[config.mk]
export PLATFORM = sky130hd
export DESIGN_NAME = irq_mask_ctrl
export DESIGN_NICKNAME = d
export VERILOG_FILES = /design/src/rtl/imc_pkg.sv /design/src/rtl/imc_sys_mask.sv /design/src/rtl/imc_soft_pend.sv /design/src/rtl/imc_level_enc.sv /design/src/rtl/irq_mask_ctrl.sv
export SDC_FILE = /design/constraint.sdc
export NUM_CORES = 1
export LEC_CHECK = 0
export BUFFER_PORTS_ARGS = -buffer_cell sky130_fd_sc_hd__buf_2
export CAP_MARGIN = 20
export CORE_AREA = 2 2 167 169
export CTS_CLUSTER_DIAMETER = 120
export DETAILED_ROUTE_END_ITERATION = 10
export DIE_AREA = 0 0 169 171
export GPL_TIMING_DRIVEN = 0
export SLEW_MARGIN = 20
export SYNTH_ARGS = -nofsm -noshare
export SYNTH_HDL_FRONTEND = slang
export SYNTH_SLANG_ARGS = --single-unit
[constraint.sdc]
create_clock -name clk -period 2.3 [get_ports clk]
set_input_delay 0 -clock clk [delete_from_list [all_inputs] [get_ports clk]]
set_output_delay 0 -clock clk [all_outputs]
set_load 0.01 [all_outputs]
[src/rtl/imc_pkg.sv]
// imc_pkg: shared constants and the system-line-to-level mapping for the
// interrupt mask controller. Assumes the 5-bit word address map of the brief.
package imc_pkg;

    localparam int DATA_W       = 32;
    localparam int SYS_W        = 31;
    localparam int LVL_W        = 4;
    localparam int NUM_LVL      = 16;
    localparam int SOFT_W       = 15;
    localparam int SOFT_LSB     = 17;
    localparam int PROF_BIT     = 14;
    localparam int MASK_ALL_BIT = 31;
    localparam int ADDR_W       = 5;

    // Word offsets
    localparam logic [1:0] OFF_PEND = 2'd0;
    localparam logic [1:0] OFF_CLR  = 2'd1;
    localparam logic [1:0] OFF_SET  = 2'd2;
    localparam logic [ADDR_W-1:0] A_RAW  = 5'd16;
    localparam logic [ADDR_W-1:0] A_MASK = 5'd17;
    localparam logic [ADDR_W-1:0] A_MCLR = 5'd18;
    localparam logic [ADDR_W-1:0] A_MSET = 5'd19;
    localparam logic [ADDR_W-1:0] A_TGT  = 5'd20;

    // Level raised by system line b; 0 means the line raises nothing.
    function automatic logic [LVL_W-1:0] line_level(input int b);
        int k;
        k = (b < 7) ? b : b - 7;
        if (b <= 13) begin
            return (k == 0) ? LVL_W'(2) : LVL_W'(2 * k + 1);
        end
        case (b)
            14, 15:  return LVL_W'(12);
            16:      return LVL_W'(6);
            17:      return LVL_W'(13);
            18:      return LVL_W'(4);
            19:      return LVL_W'(10);
            20:      return LVL_W'(8);
            22:      return LVL_W'(11);
            30:      return LVL_W'(9);
            default: return LVL_W'(0);
        endcase
    endfunction

    // One-hot-per-level request vector from the active system lines.
    function automatic logic [NUM_LVL-1:0] sys_level_vec(input logic [SYS_W-1:0] act);
        logic [NUM_LVL-1:0] v;
        v = '0;
        for (int b = 0; b < SYS_W; b++) begin
            if (act[b] && line_level(b) != '0) begin
                v[line_level(b)] = 1'b1;
            end
        end
        return v;
    endfunction

endpackage

[src/rtl/imc_sys_mask.sv]
// imc_sys_mask: holds the 32-bit system mask (bit 31 = mask-all) and the
// undirected target index. Assumes set and clear strobes are never both high.
module imc_sys_mask #(
    parameter int DATA_W = 32,
    parameter int TGT_W  = 2
) (
    input  logic              clk,
    input  logic              rst_n,
    input  logic              wr_set,
    input  logic              wr_clr,
    input  logic              wr_tgt,
    input  logic [DATA_W-1:0] wdata,
    input  logic [TGT_W-1:0]  tgt_wdata,
    output logic [DATA_W-1:0] mask_q,
    output logic [TGT_W-1:0]  target_q
);

    // Mask: write-one set disables, write-one clear enables.
    always_ff @(posedge clk) begin
        if (!rst_n) begin
            mask_q <= '1;
        end else if (wr_set) begin
            mask_q <= mask_q | wdata;
        end else if (wr_clr) begin
            mask_q <= mask_q & ~wdata;
        end
    end

    // Target register for undirected interrupts.
    always_ff @(posedge clk) begin
        if (!rst_n) begin
            target_q <= '0;
        end else if (wr_tgt) begin
            target_q <= tgt_wdata;
        end
    end

endmodule

[src/rtl/imc_soft_pend.sv]
// imc_soft_pend: one CPU's soft pending register, levels 1..SOFT_W in bits
// 0..SOFT_W-1. Assumes set and clear strobes are mutually exclusive.
module imc_soft_pend #(
    parameter int SOFT_W = 15
) (
    input  logic              clk,
    input  logic              rst_n,
    input  logic              wr_set,
    input  logic              wr_clr,
    input  logic [SOFT_W-1:0] wdata,
    output logic [SOFT_W-1:0] soft_q
);

    // Write-one set / write-one clear of pending soft levels.
    always_ff @(posedge clk) begin
        if (!rst_n) begin
            soft_q <= '0;
        end else if (wr_set) begin
            soft_q <= soft_q | wdata;
        end else if (wr_clr) begin
            soft_q <= soft_q & ~wdata;
        end
    end

endmodule

[src/rtl/imc_level_enc.sv]
// imc_level_enc: registered highest-set-index encoder over a per-level request
// vector. Bit 0 of the vector is ignored; output 0 means nothing pending.
module imc_level_enc #(
    parameter int NUM_LVL = 16,
    parameter int LVL_W   = 4
) (
    input  logic               clk,
    input  logic               rst_n,
    input  logic [NUM_LVL-1:0] req_vec,
    output logic [LVL_W-1:0]   level_q
);

    logic [LVL_W-1:0] best;

    // Pick the highest requested level.
    always_comb begin
        best = '0;
        for (int i = 1; i < NUM_LVL; i++) begin
            if (req_vec[i]) begin
                best = LVL_W'(i);
            end
        end
    end

    // Register the encoded level.
    always_ff @(posedge clk) begin
        if (!rst_n) begin
            level_q <= '0;
        end else begin
            level_q <= best;
        end
    end

endmodule

[src/rtl/irq_mask_ctrl.sv]
// irq_mask_ctrl: multiprocessor interrupt mask controller top. Decodes the
// word-addressed register bus, keeps the system mask, target and per-CPU soft
// pending registers, and drives a registered priority level per CPU.
// Assumes NUM_CPU <= 4 (the CPU windows occupy words 0..15).
module irq_mask_ctrl
    import imc_pkg::*;
#(
    parameter int NUM_CPU = 4,
    localparam int TGT_W  = (NUM_CPU > 1) ? $clog2(NUM_CPU) : 1
) (
    input  logic                     clk,
    input  logic                     rst_n,
    input  logic                     bus_sel_i,
    input  logic                     bus_we_i,
    input  logic [4:0]               bus_addr_i,
    input  logic [31:0]              bus_wdata_i,
    output logic [31:0]              bus_rdata_o,
    input  logic [30:0]              sys_irq_i,
    input  logic [NUM_CPU-1:0]       prof_irq_i,
    output logic [NUM_CPU*4-1:0]     cpu_level_o
);

    logic                            wr_en;
    logic                            rd_en;
    logic                            in_cpu_win;
    logic [1:0]                      cpu_idx;
    logic [1:0]                      cpu_off;
    logic [DATA_W-1:0]               mask_q;
    logic [TGT_W-1:0]                target_q;
    logic [NUM_CPU-1:0][SOFT_W-1:0]  soft_q;
    logic [SYS_W-1:0]                sys_act;
    logic [NUM_LVL-1:0]              sys_vec;

    assign wr_en      = bus_sel_i && bus_we_i;
    assign rd_en      = bus_sel_i && !bus_we_i;
    assign in_cpu_win = !bus_addr_i[4];
    assign cpu_idx    = bus_addr_i[3:2];
    assign cpu_off    = bus_addr_i[1:0];

    // System mask and target storage.
    imc_sys_mask #(
        .DATA_W (DATA_W),
        .TGT_W  (TGT_W)
    ) u_sys_mask (
        .clk       (clk),
        .rst_n     (rst_n),
        .wr_set    (wr_en && bus_addr_i == A_MSET),
        .wr_clr    (wr_en && bus_addr_i == A_MCLR),
        .wr_tgt    (wr_en && bus_addr_i == A_TGT),
        .wdata     (bus_wdata_i),
        .tgt_wdata (bus_wdata_i[TGT_W-1:0]),
        .mask_q    (mask_q),
        .target_q  (target_q)
    );

    // Active system lines: unmasked and not globally blocked.
    always_comb begin
        sys_act = sys_irq_i & ~mask_q[SYS_W-1:0] & {SYS_W{~mask_q[MASK_ALL_BIT]}};
        sys_vec = sys_level_vec(sys_act);
    end

    // Per-CPU soft pending registers and level encoders.
    for (genvar c = 0; c < NUM_CPU; c++) begin : g_cpu
        logic               hit;
        logic [NUM_LVL-1:0] req;

        assign hit = wr_en && in_cpu_win && (cpu_idx == 2'(c));

        imc_soft_pend #(
            .SOFT_W (SOFT_W)
        ) u_soft (
            .clk    (clk),
            .rst_n  (rst_n),
            .wr_set (hit && cpu_off == OFF_SET),
            .wr_clr (hit && cpu_off == OFF_CLR),
            .wdata  (bus_wdata_i[DATA_W-1:SOFT_LSB]),
            .soft_q (soft_q[c])
        );

        // Gather this CPU's requests: soft, profiling, steered system.
        always_comb begin
            req = {soft_q[c], 1'b0};
            req[PROF_BIT] = req[PROF_BIT] | prof_irq_i[c];
            if (target_q == TGT_W'(c)) begin
                req = req | sys_vec;
            end
        end

        imc_level_enc #(
            .NUM_LVL (NUM_LVL),
            .LVL_W   (LVL_W)
        ) u_enc (
            .clk     (clk),
            .rst_n   (rst_n),
            .req_vec (req),
            .level_q (cpu_level_o[c*LVL_W +: LVL_W])
        );
    end

    // Read multiplexer; write-only and unmapped words read zero.
    always_comb begin
        bus_rdata_o = '0;
        if (rd_en) begin
            if (in_cpu_win) begin
                for (int c = 0; c < NUM_CPU; c++) begin
                    if (cpu_idx == 2'(c) && cpu_off == OFF_PEND) begin
                        bus_rdata_o = {soft_q[c], 2'b00, prof_irq_i[c], 14'd0};
                    end
                end
            end else begin
                case (bus_addr_i)
                    A_RAW:   bus_rdata_o = {1'b0, sys_irq_i};
                    A_MASK:  bus_rdata_o = mask_q;
                    A_TGT:   bus_rdata_o = {{(DATA_W-TGT_W){1'b0}}, target_q};
                    default: bus_rdata_o = '0;
                endcase
            end
        end
    end

endmodule

After elaboration in Yosys (flattened, before gate mapping) --
Index checks and enable logic that the tools add are counted.
Cells by class: shifts and indexed selects 0, bitwise gates (word level) 46, reduce and logical (&&, ||, !) cells 55, eq/ne operators 13, mux-type cells 201, divide/modulo/power cells 0, $lt $le $gt $ge 46, add/sub/neg operators 0, multiply operators 0
Operators by type and width (count):
- two-way mux 16 bit | 27
- OR 16 bit | 26
- two-way mux 32 bit | 8
- two-way mux 4 bit | 61
- two-way mux 15 bit | 8
- less-than comparator 4 x 5 -> 1 bit, second input constant | 23
- case mux 32 bit (3 select lines) | 1
- demux 1 bit (select 4 bit) | 23
- >= comparator 4 x 1 -> 1 bit, second input constant | 23
- AND 31 bit | 2
- AND 15 bit | 4
- two-way mux 3 bit | 20
- OR 15 bit | 4
- logical AND 1 bit | 45
- two-way mux 1 bit | 41
- AND 32 bit | 1
- inverter 32 bit | 1
- OR 32 bit | 1
- inverter 31 bit | 1
- equality test 5 bit, second input constant | 5
- two-way mux 2 bit | 12
- inverter 15 bit | 1
- equality test 2 bit, second input constant | 5
- nonzero test 2 bit | 5
- other kinds (5) | 13
Word-level totals: output and inout bits 48, input bits 76, logic and storage cells 371, bits in registers 110, memories 0, RAM bits 0, latch bits 0, memory bits (read-only) 0

Longest topological paths before layout --
depth after elaboration 72, mapped depth 8, depth with buffers taken out 6

Modules after synthesis --
A second synthesis with hierarchy kept.
Second synthesis, totals: cell total of the unflattened synthesis 750, area, all modules 6670.1 µm²
By module, submodules not included:
- irq_mask_ctrl | sequential area each 0.0 µm², area each 2052.0 µm², cells an instance 262, times used 1
- imc_soft_pend (g_cpu[0].u_soft ...) | sequential area each 300.3 µm², area each 618.1 µm², cells an instance 65, times used 3
- imc_sys_mask | sequential area each 680.7 µm², area each 1209.9 µm², cells an instance 112, times used 1
- imc_level_enc | sequential area each 80.1 µm², area each 231.5 µm², cells an instance 29, times used 4
- imc_soft_pend (g_cpu[3].u_soft) | sequential area each 300.3 µm², area each 628.1 µm², cells an instance 65, times used 1

Worst setup path before layout --
OpenSTA, ideal clock, no wires.
kind register -> register, start reg (tool-made name), end reg g_cpu[0].u_enc.level_q[0], path buffers 2, setup time 0.130 ns, path slack 0.631 ns, arrival 1.540 ns, clock period less this slack 1.669 ns, required time 2.170 ns, stages on the path, launching flop included 9, cells stage by stage dfxtp_1 > clkbuf_1 > nor3_1 > clkbuf_8 > o21ai_0 > nand3b_1 > a21oi_1 > a2111oi_0 > o22ai_1
RTL lines:
- end signal, assigned | RTL line imc_level_enc.sv:30 | level_q <= best;
- end, declared | RTL line imc_level_enc.sv:10 | output logic [LVL_W-1:0] level_q

==> impl_metrics.env <==
export IMPL_critPathSlowestCell="a2111oi_0"
export IMPL_ctsLongestPathBuffers=2
export IMPL_rsz0062_at_grt="false"
export IMPL_num_vias=7259
export IMPL_crit_buf_inv=0
export IMPL_grtUsageTotal_pct=18.7
export IMPL_ys_async_sr_fraction_pct=0
export IMPL_drtIter0Drc=872
export IMPL_arrival_ns=2.49
export IMPL_grt_overflow=0
export IMPL_reg2reg_to="g_cpu[2].u_enc.level_q[0]"
export IMPL_critical_path_top_cell_by_count="a21oi_1"
export IMPL_cp_start_kind="flip-flop"
export IMPL_cts_htree_levels=3
export IMPL_final_area_mm2=0.00787
export IMPL_hp_class="in -> reg"
export IMPL_finalSetupViolations=0
export IMPL_numCtsBuffers=9
export IMPL_routed_via_density=5.43
export IMPL_synthCells=856
export IMPL_tightest_slew_ns=0.873
export IMPL_initial_utilization_pct=23.6
export IMPL_end_kind="flip-flop"
export IMPL_syn_num_nets=932
export IMPL_ys_flop_type="dfxtp_1"
export IMPL_ant_nets=0
export IMPL_r2r_slack_ns=0.03
export IMPL_worstPathMaxFanout=6
export IMPL_port_buffers=102
export IMPL_n_antenna_cell=0
export IMPL_synth_area_mm2=0.00644
export IMPL_utilization_pct=28.8
export IMPL_ys_warn_count=0
export IMPL_ys_types=55
export IMPL_rr_worst_depth=6
export IMPL_power_density_mw_per_mm2=499
export IMPL_cts_sinks=110
export IMPL_clk_latency_ns=0.38
export IMPL_min_period_ns=2.27
export IMPL_hpwl_mm=21.4
export IMPL_ys_ff_latch=110
export IMPL_root_buffer="clkbuf_16"
export IMPL_ys_seq_area_share_pct=34.2
export IMPL_dr_pass1_iters=5
export IMPL_outcome="finished clean"
export IMPL_critical_path_class="reg -> reg"
export IMPL_core_area_mm2=0.0273
export IMPL_peakVddDrop_uv=300
export IMPL_drive_gt1_share_pct=17.9
export IMPL_syn_avg_cell_area_um2=7.53
export IMPL_dieWidth_um=169
export IMPL_timing_final_crit_share_pct=98.9
export IMPL_clk_pin_slew_ns=0.09
export IMPL_die_area_mm2=0.0289
export IMPL_min_to="g_cpu[3].u_enc.level_q[0]"
export IMPL_grt_max_degree=19
export IMPL_grt_pass1_vias=6647
export IMPL_timing_setup_tns_ns=0
export IMPL_path_cells="nand2b_1 -> a21oi_1 -> a211o_1 -> a21oi_1 -> a2111oi_0 -> o22ai_1"
export IMPL_synth_enable_flop_cells=0
export IMPL_fmax_mhz=440
export IMPL_grt_pass1_wl_mm=41.2
export IMPL_skew_ns=0.0216
export IMPL_timing_hold_ws_ns=0.0741
export IMPL_route_detailed_drc=0
export IMPL_n_fill_cell=3006
export IMPL_finalPower_uw=3930
export IMPL_rows=61
export IMPL_hold_viol=0
export IMPL_min_from="rst_n"
export IMPL_io_pins=124
export IMPL_p_leak_uw=0.00290
export IMPL_slew_headroom_pct=41.6
export IMPL_max_cap_viol_count=0
export IMPL_wirelength_mm=27.4
export IMPL_cp_depth=6
export IMPL_slowest_delay_ns=0.54
export IMPL_fin_nets=1062
export IMPL_placed_area_mm2=0.00739
export IMPL_crit_required_ns=2.52
export IMPL_synthToLayoutAreaGrowth_pct=22.1
export IMPL_antenna_found_initial=1
export IMPL_min_path_cells=3
export IMPL_drt_wirelength_per_cell_um=20.5
export IMPL_final_max_slew_viol_count=0
export IMPL_critical_path_top_delay_family="compound AO/OA/AOI/OAI gates"
export IMPL_die_h_um=171
export IMPL_gp_congestion=0.980
export IMPL_tritoncts="done"
cell usage in the layout (no fill, tap or decap), drive strengths merged, types with 15 or more instances in the layout:
cell type,synthesis,final
nor3,15,15
dfxtp,110,110
a21oi,83,83
o21ai,52,52
nor2b,67,67
clkbuf,44,53
buf,32,135
nand3,18,18
dlygate4sd3,0,17
a22oi,108,108
nand2,105,105
nor2,78,78
inv,17,20
a211o,16,16
worst max-delay path by stage:
stage	start	to
floorplan	flip-flop	g_cpu[0].u_enc.level_q[0]
global placement	flip-flop	g_cpu[2].u_enc.level_q[1]
detailed placement	flip-flop	g_cpu[0].u_enc.level_q[0]
CTS	flip-flop	g_cpu[0].u_enc.level_q[2]
global route	flip-flop	g_cpu[1].u_enc.level_q[0]
finish	flip-flop	g_cpu[2].u_enc.level_q[0]
report_power, final:
part | switching, uW | internal [uW]
logic | 264 | 152
registers | 12.6 | 1920
clock network | 800 | 777
synthesized netlist by cell type, types with 2 or more instances:
| master | instances | share of area [%] |
|---|---|---|
| nor3_2 | 4 | 0.62 |
| a21o_1 | 5 | 0.58 |
| a2111oi_0 | 7 | 0.95 |
| nor2_2 | 3 | 0.29 |
| clkbuf_1 | 40 | 2.3 |
| or4_1 | 4 | 0.47 |
| nor3_1 | 11 | 0.85 |
| nor2b_1 | 67 | 6.5 |
| and3b_1 | 4 | 0.54 |
| a211o_2 | 4 | 0.62 |
| a31oi_1 | 5 | 0.49 |
| o22ai_1 | 7 | 0.68 |
| nor4_1 | 4 | 0.39 |
| buf_2 | 25 | 1.9 |
| dfxtp_1 | 110 | 34 |
| buf_1 | 4 | 0.23 |
| nand2b_1 | 13 | 1.3 |
| a22o_1 | 2 | 0.27 |
| inv_1 | 17 | 0.99 |
| and2_1 | 2 | 0.19 |
| o21ai_0 | 52 | 4.0 |
| a221o_1 | 2 | 0.31 |
| buf_4 | 3 | 0.35 |
| nor2_1 | 75 | 4.4 |
| nand2_1 | 105 | 6.1 |
| a22oi_1 | 108 | 13 |
| a211o_1 | 12 | 1.6 |
| o31ai_1 | 3 | 0.35 |
| a211oi_1 | 4 | 0.47 |
| o221ai_2 | 2 | 0.47 |
| a21boi_0 | 8 | 0.93 |
| a21oi_1 | 83 | 6.4 |
| nand3_1 | 18 | 1.4 |
| or2_2 | 2 | 0.19 |
| o211ai_1 | 2 | 0.23 |
| or3_2 | 4 | 0.47 |
| mux2i_1 | 2 | 0.31 |
| clkbuf_8 | 4 | 0.85 |
| a221oi_1 | 13 | 1.8 |
through the flow:
stage	setup WS [ns]	instances
CTS	0.0965	1338
global route	0.0446	1337
floorplan	0.631	856
detailed placement	-0.0476	1305
global placement	-0.371	1304
finish	0.0255	1337
layer usage:
metal	wire length [um]	part of all wire (%)	GRT usage, %	vias up
li1	-	-	-	3366
met1	12000	44	24.8	3438
met2	12400	45	30.6	412
met3	2330	8.5	4.02	43
met4	651	2.4	5.83	0
met5	0	0	0	-
area by class of cell:
cell class                      count  area, um^2  area share, %
Tap cell                          346         433           5.50
Inverter                           17        63.8          0.811
Sequential cell                   110        2200           28.0
Timing Repair Buffer              120         686           8.71
Clock inverter                      6        43.8          0.556
Clock buffer                       10         239           3.04
Buffer                             75         367           4.66
Multi-Input combinational cell    653        3840           48.7
cell families after synthesis:
logic type / count (synthesis) / share of synthesized area, %
compound gates: 327 / 34.0
simple gates: 323 / 24.7
flops: 110 / 34.2
buf+inv: 93 / 6.70
mux: 2 / 0.311
xor+xnor: 1 / 0.136
worst min-delay path, cell delays in order:
cell and delay (ns):
buf_4 0.16, o21ai_0 0.12, o22ai_1 0.09
what timing repair did:
action	in CTS	in global routing
resized for setup	5	4
buffers inserted	0	0
hold buffers	17	0
endpoints found under the setup margin	6	4
endpoints found under the hold margin	19	0
(Power assumes the default switching activity.)
